--- config.mk ---
export PLATFORM = sky130hd
export DESIGN_NAME = fic_irq_status
export DESIGN_NICKNAME = d
export VERILOG_FILES = /design/src/rtl/fic_pkg.sv /design/src/rtl/fic_edge_detect.sv /design/src/rtl/fic_pend_latch.sv /design/src/rtl/fic_live_status.sv /design/src/rtl/fic_irq_status.sv
export SDC_FILE = /design/constraint.sdc
export NUM_CORES = 1
export LEC_CHECK = 0
export CAP_MARGIN = 15
export CORE_MARGIN = 5
export CORE_UTILIZATION = 46
export DETAILED_ROUTE_END_ITERATION = 7
export HOLD_SLACK_MARGIN = 0.12
export PLACE_DENSITY_LB_ADDON = 0.2
export SETUP_SLACK_MARGIN = 0.1
export SYNTH_ARGS = -nofsm -noshare
export SYNTH_HDL_FRONTEND = slang
export SYNTH_SLANG_ARGS = --single-unit
export TNS_END_PERCENT = 30
--- constraint.sdc ---
create_clock -name clk -period 1.75 [get_ports clk]
set_input_delay 0.35 -clock clk [delete_from_list [all_inputs] [get_ports clk]]
set_output_delay 0.35 -clock clk [all_outputs]
set_load 0.005 [all_outputs]
--- src/rtl/fic_pkg.sv ---
package fic_pkg;
  localparam int DW      = 8;
  localparam int AW      = 2;
  localparam int NEV     = 6;
  localparam int CNT_W   = 2;
  localparam int NSYM_W  = CNT_W + 1;
  localparam int NLVL    = 3;

  typedef enum logic [AW-1:0] {
    SEL_MASK = 2'd0,
    SEL_PEND = 2'd1,
    SEL_LIVE = 2'd2,
    SEL_NONE = 2'd3
  } fic_sel_e;

  localparam int EV_WP   = 0;
  localparam int EV_ECC  = 1;
  localparam int EV_DERR = 2;
  localparam int EV_DFL  = 3;
  localparam int EV_CTL  = 4;
  localparam int EV_DEV  = 5;

  localparam int LV_DEV  = 0;
  localparam int LV_CTL  = 1;
  localparam int LV_ECC  = 2;
endpackage

--- src/rtl/fic_edge_detect.sv ---
module fic_edge_detect #(
  parameter int W = 3
) (
  input  logic         clk,
  input  logic         rst_n,
  input  logic [W-1:0] lvl_i,
  output logic [W-1:0] rise_o
);
  logic [W-1:0] prev_q;

  always_ff @(posedge clk) begin
    if (!rst_n) prev_q <= '0;
    else        prev_q <= lvl_i;
  end

  genvar g;
  generate
    for (g = 0; g < W; g++) begin : g_rise
      assign rise_o[g] = lvl_i[g] & ~prev_q[g];
    end
  endgenerate
endmodule

--- src/rtl/fic_pend_latch.sv ---
module fic_pend_latch #(
  parameter int N = 6
) (
  input  logic         clk,
  input  logic         rst_n,
  input  logic [N-1:0] set_i,
  input  logic         clr_i,
  output logic [N-1:0] pend_o
);
  genvar g;
  generate
    for (g = 0; g < N; g++) begin : g_bit
      logic q;
      always_ff @(posedge clk) begin
        if (!rst_n) q <= 1'b0;
        else        q <= (q & ~clr_i) | set_i[g];
      end
      assign pend_o[g] = q;
    end
  endgenerate
endmodule

--- src/rtl/fic_live_status.sv ---
module fic_live_status
  import fic_pkg::*;
#(
  parameter int CW = CNT_W
) (
  input  logic            clk,
  input  logic            rst_n,
  input  logic [NLVL-1:0] lvl_i,
  input  logic            done_i,
  input  logic            fail_i,
  input  logic            err_i,
  input  logic [CW:0]     nsym_i,
  output logic [DW-1:0]   live_o
);
  localparam int LIVE_W = NLVL + 2 + CW;

  logic          fail_q, err_q;
  logic [CW-1:0] cnt_q;
  logic [CW:0]   cnt_full;

  assign cnt_full = nsym_i - 1'b1;

  always_ff @(posedge clk) begin
    if (!rst_n) begin
      fail_q <= 1'b0;
      err_q  <= 1'b0;
      cnt_q  <= '0;
    end else if (done_i) begin
      fail_q <= fail_i;
      err_q  <= err_i;
      cnt_q  <= err_i ? cnt_full[CW-1:0] : '0;
    end
  end

  logic [LIVE_W-1:0] packed_v;
  assign packed_v = {fail_q, cnt_q, err_q, lvl_i};

  generate
    if (LIVE_W < DW) begin : g_pad
      assign live_o = {{(DW-LIVE_W){1'b0}}, packed_v};
    end else begin : g_nopad
      assign live_o = packed_v[DW-1:0];
    end
  endgenerate
endmodule

--- src/rtl/fic_irq_status.sv ---
module fic_irq_status
  import fic_pkg::*;
(
  input  logic              clk,
  input  logic              rst_n,
  input  logic              dev_rdy_i,
  input  logic              ctl_rdy_i,
  input  logic              ecc_rdy_i,
  input  logic              dec_done_i,
  input  logic              dec_fail_i,
  input  logic              dec_err_i,
  input  logic [NSYM_W-1:0] dec_nsym_i,
  input  logic              wp_fault_i,
  input  logic              bus_rd_i,
  input  logic              bus_wr_i,
  input  logic [AW-1:0]     bus_addr_i,
  input  logic [DW-1:0]     bus_wdata_i,
  output logic [DW-1:0]     bus_rdata_o,
  output logic              irq_o
);
  logic [NLVL-1:0] lvl, rise;
  logic [NEV-1:0]  ev_set, pend, mask_q;
  logic [DW-1:0]   live;
  logic            clr_pend;
  fic_sel_e        sel;

  assign sel = fic_sel_e'(bus_addr_i);
  assign lvl = {ecc_rdy_i, ctl_rdy_i, dev_rdy_i};

  fic_edge_detect #(.W(NLVL)) u_edge (
    .clk(clk), .rst_n(rst_n), .lvl_i(lvl), .rise_o(rise)
  );

  always_comb begin
    ev_set          = '0;
    ev_set[EV_WP]   = wp_fault_i;
    ev_set[EV_ECC]  = rise[LV_ECC];
    ev_set[EV_DERR] = dec_done_i & dec_err_i;
    ev_set[EV_DFL]  = dec_done_i & dec_fail_i;
    ev_set[EV_CTL]  = rise[LV_CTL];
    ev_set[EV_DEV]  = rise[LV_DEV];
  end

  assign clr_pend = bus_rd_i && (sel == SEL_PEND);

  fic_pend_latch #(.N(NEV)) u_pend (
    .clk(clk), .rst_n(rst_n), .set_i(ev_set), .clr_i(clr_pend), .pend_o(pend)
  );

  fic_live_status u_live (
    .clk(clk), .rst_n(rst_n), .lvl_i(lvl), .done_i(dec_done_i),
    .fail_i(dec_fail_i), .err_i(dec_err_i), .nsym_i(dec_nsym_i), .live_o(live)
  );

  always_ff @(posedge clk) begin
    if (!rst_n)                              mask_q <= '0;
    else if (bus_wr_i && (sel == SEL_MASK))  mask_q <= bus_wdata_i[NEV-1:0];
  end

  always_comb begin
    bus_rdata_o = '0;
    if (bus_rd_i) begin
      unique case (sel)
        SEL_MASK: bus_rdata_o = {{(DW-NEV){1'b0}}, mask_q};
        SEL_PEND: bus_rdata_o = {{(DW-NEV){1'b0}}, pend};
        SEL_LIVE: bus_rdata_o = live;
        default:  bus_rdata_o = '0;
      endcase
    end
  end

  assign irq_o = |(pend & mask_q);
endmodule

==> results.txt <==
Traced cell by cell, the critical path runs through clkdlybuf4s15_2 -> buf_6 -> buf_4 -> mux2i_1 -> o22ai_1 -> clkdlybuf4s15_1. The count of pins over their slew limit came to 0. STA classifies the critical path endpoint as a primary output. The setup violation total in the final timing report is 0. The worst setup path is launched from a primary input. The startpoint identified for the worst hold timing path is u_edge.prev_q[1]. In this run the critical register-to-register path is launched from u_live.cnt_q[0]. The area growth from synthesis to layout is 38.9%. At the end of the flow, the number of nets in the layout was 160.

The final layout contains routed wiring with a total length of 2.15 mm. The post-detailed-placement cell area is 1210 µm². The count of unresolved DRC violations after routing came out at 0. The number of clock sinks seen by CTS is 19. Of the total synthesized cell area, the portion taken by XOR and XNOR cells is 0.00956. Among all flip-flop cells after synthesis, the most frequent one is sky130_fd_sc_hd__dfxtp_1. The number of placed cells counting well taps is 155. The count of flip-flops with a built-in enable after synthesis is 0. The share of synthesized registers carrying an async set or reset is 0.

The width of the die is 54.6 µm. The proportion of layout cells with a drive suffix above 1 came out at 0.193. The total overflow left after global routing is 0. The post-route cell area came out at 1270 µm². The die covers 2980 µm². The final critical-path required period is 1.66 ns.

The largest total area in the synthesized netlist belongs to sky130_fd_sc_hd__dfxtp_1. The mean instance size in the synthesized netlist is 9.07 µm². The sum of negative setup slack came out at 0 ns.

The post-DP HPWL came out at 1.63 mm. The setup slack at placement came out at -0.459 ns. The final number of hold-violating endpoints is 0.

Counting instances in the post-synthesis netlist gives the leading cell types as 19 x sky130_fd_sc_hd__dfxtp_1, 12 x sky130_fd_sc_hd__nand2_1, 8 x sky130_fd_sc_hd__nand3_1. The total CTS buffers came out at 3. The relative contribution of the clock network to total power came out at 0.250. The proportion of synthesized area in mux cells came out at 0.0765. The core area is 1920 µm². The simple-gate share of the synthesized area is 0.225. The count of routing violations after the opening detailed-route iteration is 8. The cell-internal power is 642 µW. The required time of the critical path came out at 1.40 ns. The combinational power share came out at 0.191.

The top-level I/O count is 33. The flow ran to the end, and the final reports show no timing, DRC or antenna violations. The adder-cell area share of the yosys netlist is 0. The largest fanout on the critical path came out at 4. The static power due to leakage came out at 0.000543 µW. The number of antenna violations at the first check in global routing was 0.

Synthesis produced 101 cells. The sequential fraction of the synthesis area came out at 0.415. The number of detailed-routing iterations run before antenna repair came out at 4. The global-route wire length before repair is 3.57 mm.

The pin count of the biggest net entering global routing came out at 16. Yosys instantiated no cell more often than sky130_fd_sc_hd__dfxtp_1. The total nets after synthesis is 125. The CTS tree is yes. The post-synthesis compound-gate area fraction came to 0.183.

The clock-pin transition on the worst setup and hold timing paths came out at 0.10 ns. The number of global-route vias before repair came out at 819. The post-synthesis cell area is 916 µm².

The final setup slack of the worst path is 0.0867 ns. The depth of the CTS H-tree came out at 1. At the worst endpoint, the arrival time is 1.31 ns. The power spent charging and discharging nets is 211 µW. Setup repair after global routing could not meet its margin everywhere. The cell chosen for the clock root is sky130_fd_sc_hd__clkbuf_4. Dividing total power by cell area gives a power density of 670 nW/µm². The upper clock frequency limit is 0.601 GHz.

The vertical die dimension is 54.6 µm. Using the TritonRoute via totals, the vias-per-cell ratio works out to 5.09. The total number of placement rows is 16. The count of filler cells inserted in the layout came out at 174. After synthesis, the cell types taking the most area are sky130_fd_sc_hd__dfxtp_1 42%, sky130_fd_sc_hd__mux2i_1 7.7%, sky130_fd_sc_hd__nand2_1 4.9%. The number of nets with antenna violations after detailed routing is 0. The largest family of logic cells by synthesized area is simple AND/OR/NAND/NOR gates. The peak supply drop is 0.602 mV.

The count of yosys warnings during synthesis came out at 0. The completed layout was analyzed and its total power is 853 µW. After detailed routing, the average wire length per cell comes to 13.3 µm. The count of vias placed by the detailed router is 825.

The synthesized flop and latch total came out at 19. The number of violations of the max-capacitance limit is 0. The number of distinct standard cells referenced by the synthesized netlist is 24. The type of the tightest min-delay check is flop to flop.

The share of total power dissipated in sequential elements is 0.559. The total inserted antenna cells came out at 0. The standard cell with the maximum stage delay on the critical path is sky130_fd_sc_hd__clkdlybuf4s15_1. The starting density of the core came out at 0.477.

Once layout is complete, the cells apart from fillers number 162. The total global routing track utilization is 0.167. The critical path starts at bus_addr_i[0]. The maximum clock path buffer count is 2. The share of Yosys cell area claimed by the top area cell type came out at 0.415. The final weighted congestion in routability-driven placement is 0.792. The fraction of power spent switching nets came out at 0.247. The delay of the slowest cell on the worst path came out at 0.23 ns.

The clock insertion delay at the later pin of the skew report came out at 0.29 ns. The clock tree skew after final layout is 0.000428 ns. The port buffer count came out at 28. The final cycle utilization of the critical path came out at 0.950. The category of the most critical setup path is primary input to primary output.
[worst paths after layout]
kind	slack (ns)	endpoint	depth (start not counted)
worst max-delay path	0.09	bus_rdata_o[4]	6
worst min-delay path	0.49	u_pend.g_bit[4].q	2
worst max register to register	1.03	u_live.cnt_q[0]	3
worst min register to register	0.49	u_pend.g_bit[4].q	2
[registers in the layout, summed over array words and instances (netlist names)]
name,count
u_live.cnt_q,2
mask_q,6
u_live.err_q,1
u_edge.prev_q,3
u_pend.g_bit.q,6
u_live.fail_q,1
[worst max-delay path, delay by kind of cell]
family / cells / cell delay (ns)
AOI/OAI and AO/OA: 1 / 0.16
buffers and inverters: 4 / 0.69
muxes: 1 / 0.12
[through the flow]
step	utilization	hold WS, ns
finish	0.662	0.487
global route	0.662	0.513
CTS	0.665	0.488
detailed placement	0.630	0.465
global placement	0.630	0.457
floorplan	-	0.446
[cell usage in the layout (no fill, tap or decap), types with 2 or more instances in the layout]
| cell type | Yosys | final |
|---|---|---|
| sky130_fd_sc_hd__a22o_1 | 4 | 4 |
| sky130_fd_sc_hd__a22oi_1 | 3 | 2 |
| sky130_fd_sc_hd__and2_1 | 7 | 7 |
| sky130_fd_sc_hd__buf_2 | 0 | 3 |
| sky130_fd_sc_hd__buf_4 | 4 | 7 |
| sky130_fd_sc_hd__buf_6 | 3 | 2 |
| sky130_fd_sc_hd__clkbuf_4 | 0 | 3 |
| sky130_fd_sc_hd__clkdlybuf4s15_2 | 0 | 2 |
| sky130_fd_sc_hd__clkdlybuf4s50_1 | 0 | 17 |
| sky130_fd_sc_hd__dfxtp_1 | 19 | 17 |
| sky130_fd_sc_hd__dfxtp_2 | 0 | 2 |
| sky130_fd_sc_hd__dlygate4sd2_1 | 0 | 3 |
| sky130_fd_sc_hd__inv_1 | 4 | 4 |
| sky130_fd_sc_hd__mux2i_1 | 7 | 7 |
| sky130_fd_sc_hd__nand2_1 | 12 | 12 |
| sky130_fd_sc_hd__nand2b_4 | 0 | 2 |
| sky130_fd_sc_hd__nand3_1 | 8 | 8 |
| sky130_fd_sc_hd__nand3b_1 | 4 | 4 |
| sky130_fd_sc_hd__o21ai_0 | 7 | 7 |
| sky130_fd_sc_hd__o21ai_1 | 3 | 3 |
| sky130_fd_sc_hd__o22ai_1 | 4 | 4 |
[power by group through the flow]
stage | Clock [µW] | Sequential, µW | Combinational [µW]
after global placement | 0 | 484 | 156
after CTS | 218 | 475 | 165
final | 213 | 477 | 163
after detailed placement | 0 | 484 | 159
after floorplan | 0 | 479 | 83.1
after global routing | 244 | 481 | 179
[layout make-up]
| class | instances | area (µm²) | share of cell area |
|---|---|---|---|
| multi-input combinational | 71 | 477 | 0.375 |
| inverter | 4 | 15.0 | 0.0118 |
| tap | 27 | 33.8 | 0.0265 |
| clock inverter | 1 | 5.00 | 0.00393 |
| timing repair buffer | 37 | 337 | 0.265 |
| sequential | 19 | 383 | 0.301 |
| clock buffer | 3 | 22.5 | 0.0177 |
[cell families (layout without fill, tap and decap cells)]
logic type             count (synthesis)  in the layout
other                                  1              1
AND/OR/NAND/NOR                       37             37
XOR/XNOR                               1              1
AO/OA/AOI/OAI                         25             25
flip-flops                            19             19
multiplexers                           7              7
buffers and inverters                 11             45
[metal layers]
| metal | track usage | part of all wire |
|---|---|---|
| met4 | 0.0498 | 0.013 |
| met3 | 0.0736 | 0.062 |
| met2 | 0.280 | 0.50 |
| met1 | 0.189 | 0.43 |
| met5 | 0 | 0 |
[timing repair]
item	4_1_cts	5_1_grt
hold buffers	0	0
setup endpoints to repair	8	5
pin swaps	1	0
setup buffers	2	0
gates cloned	1	0
resized for setup	30	6
Power figures use the tool's default switching activity.
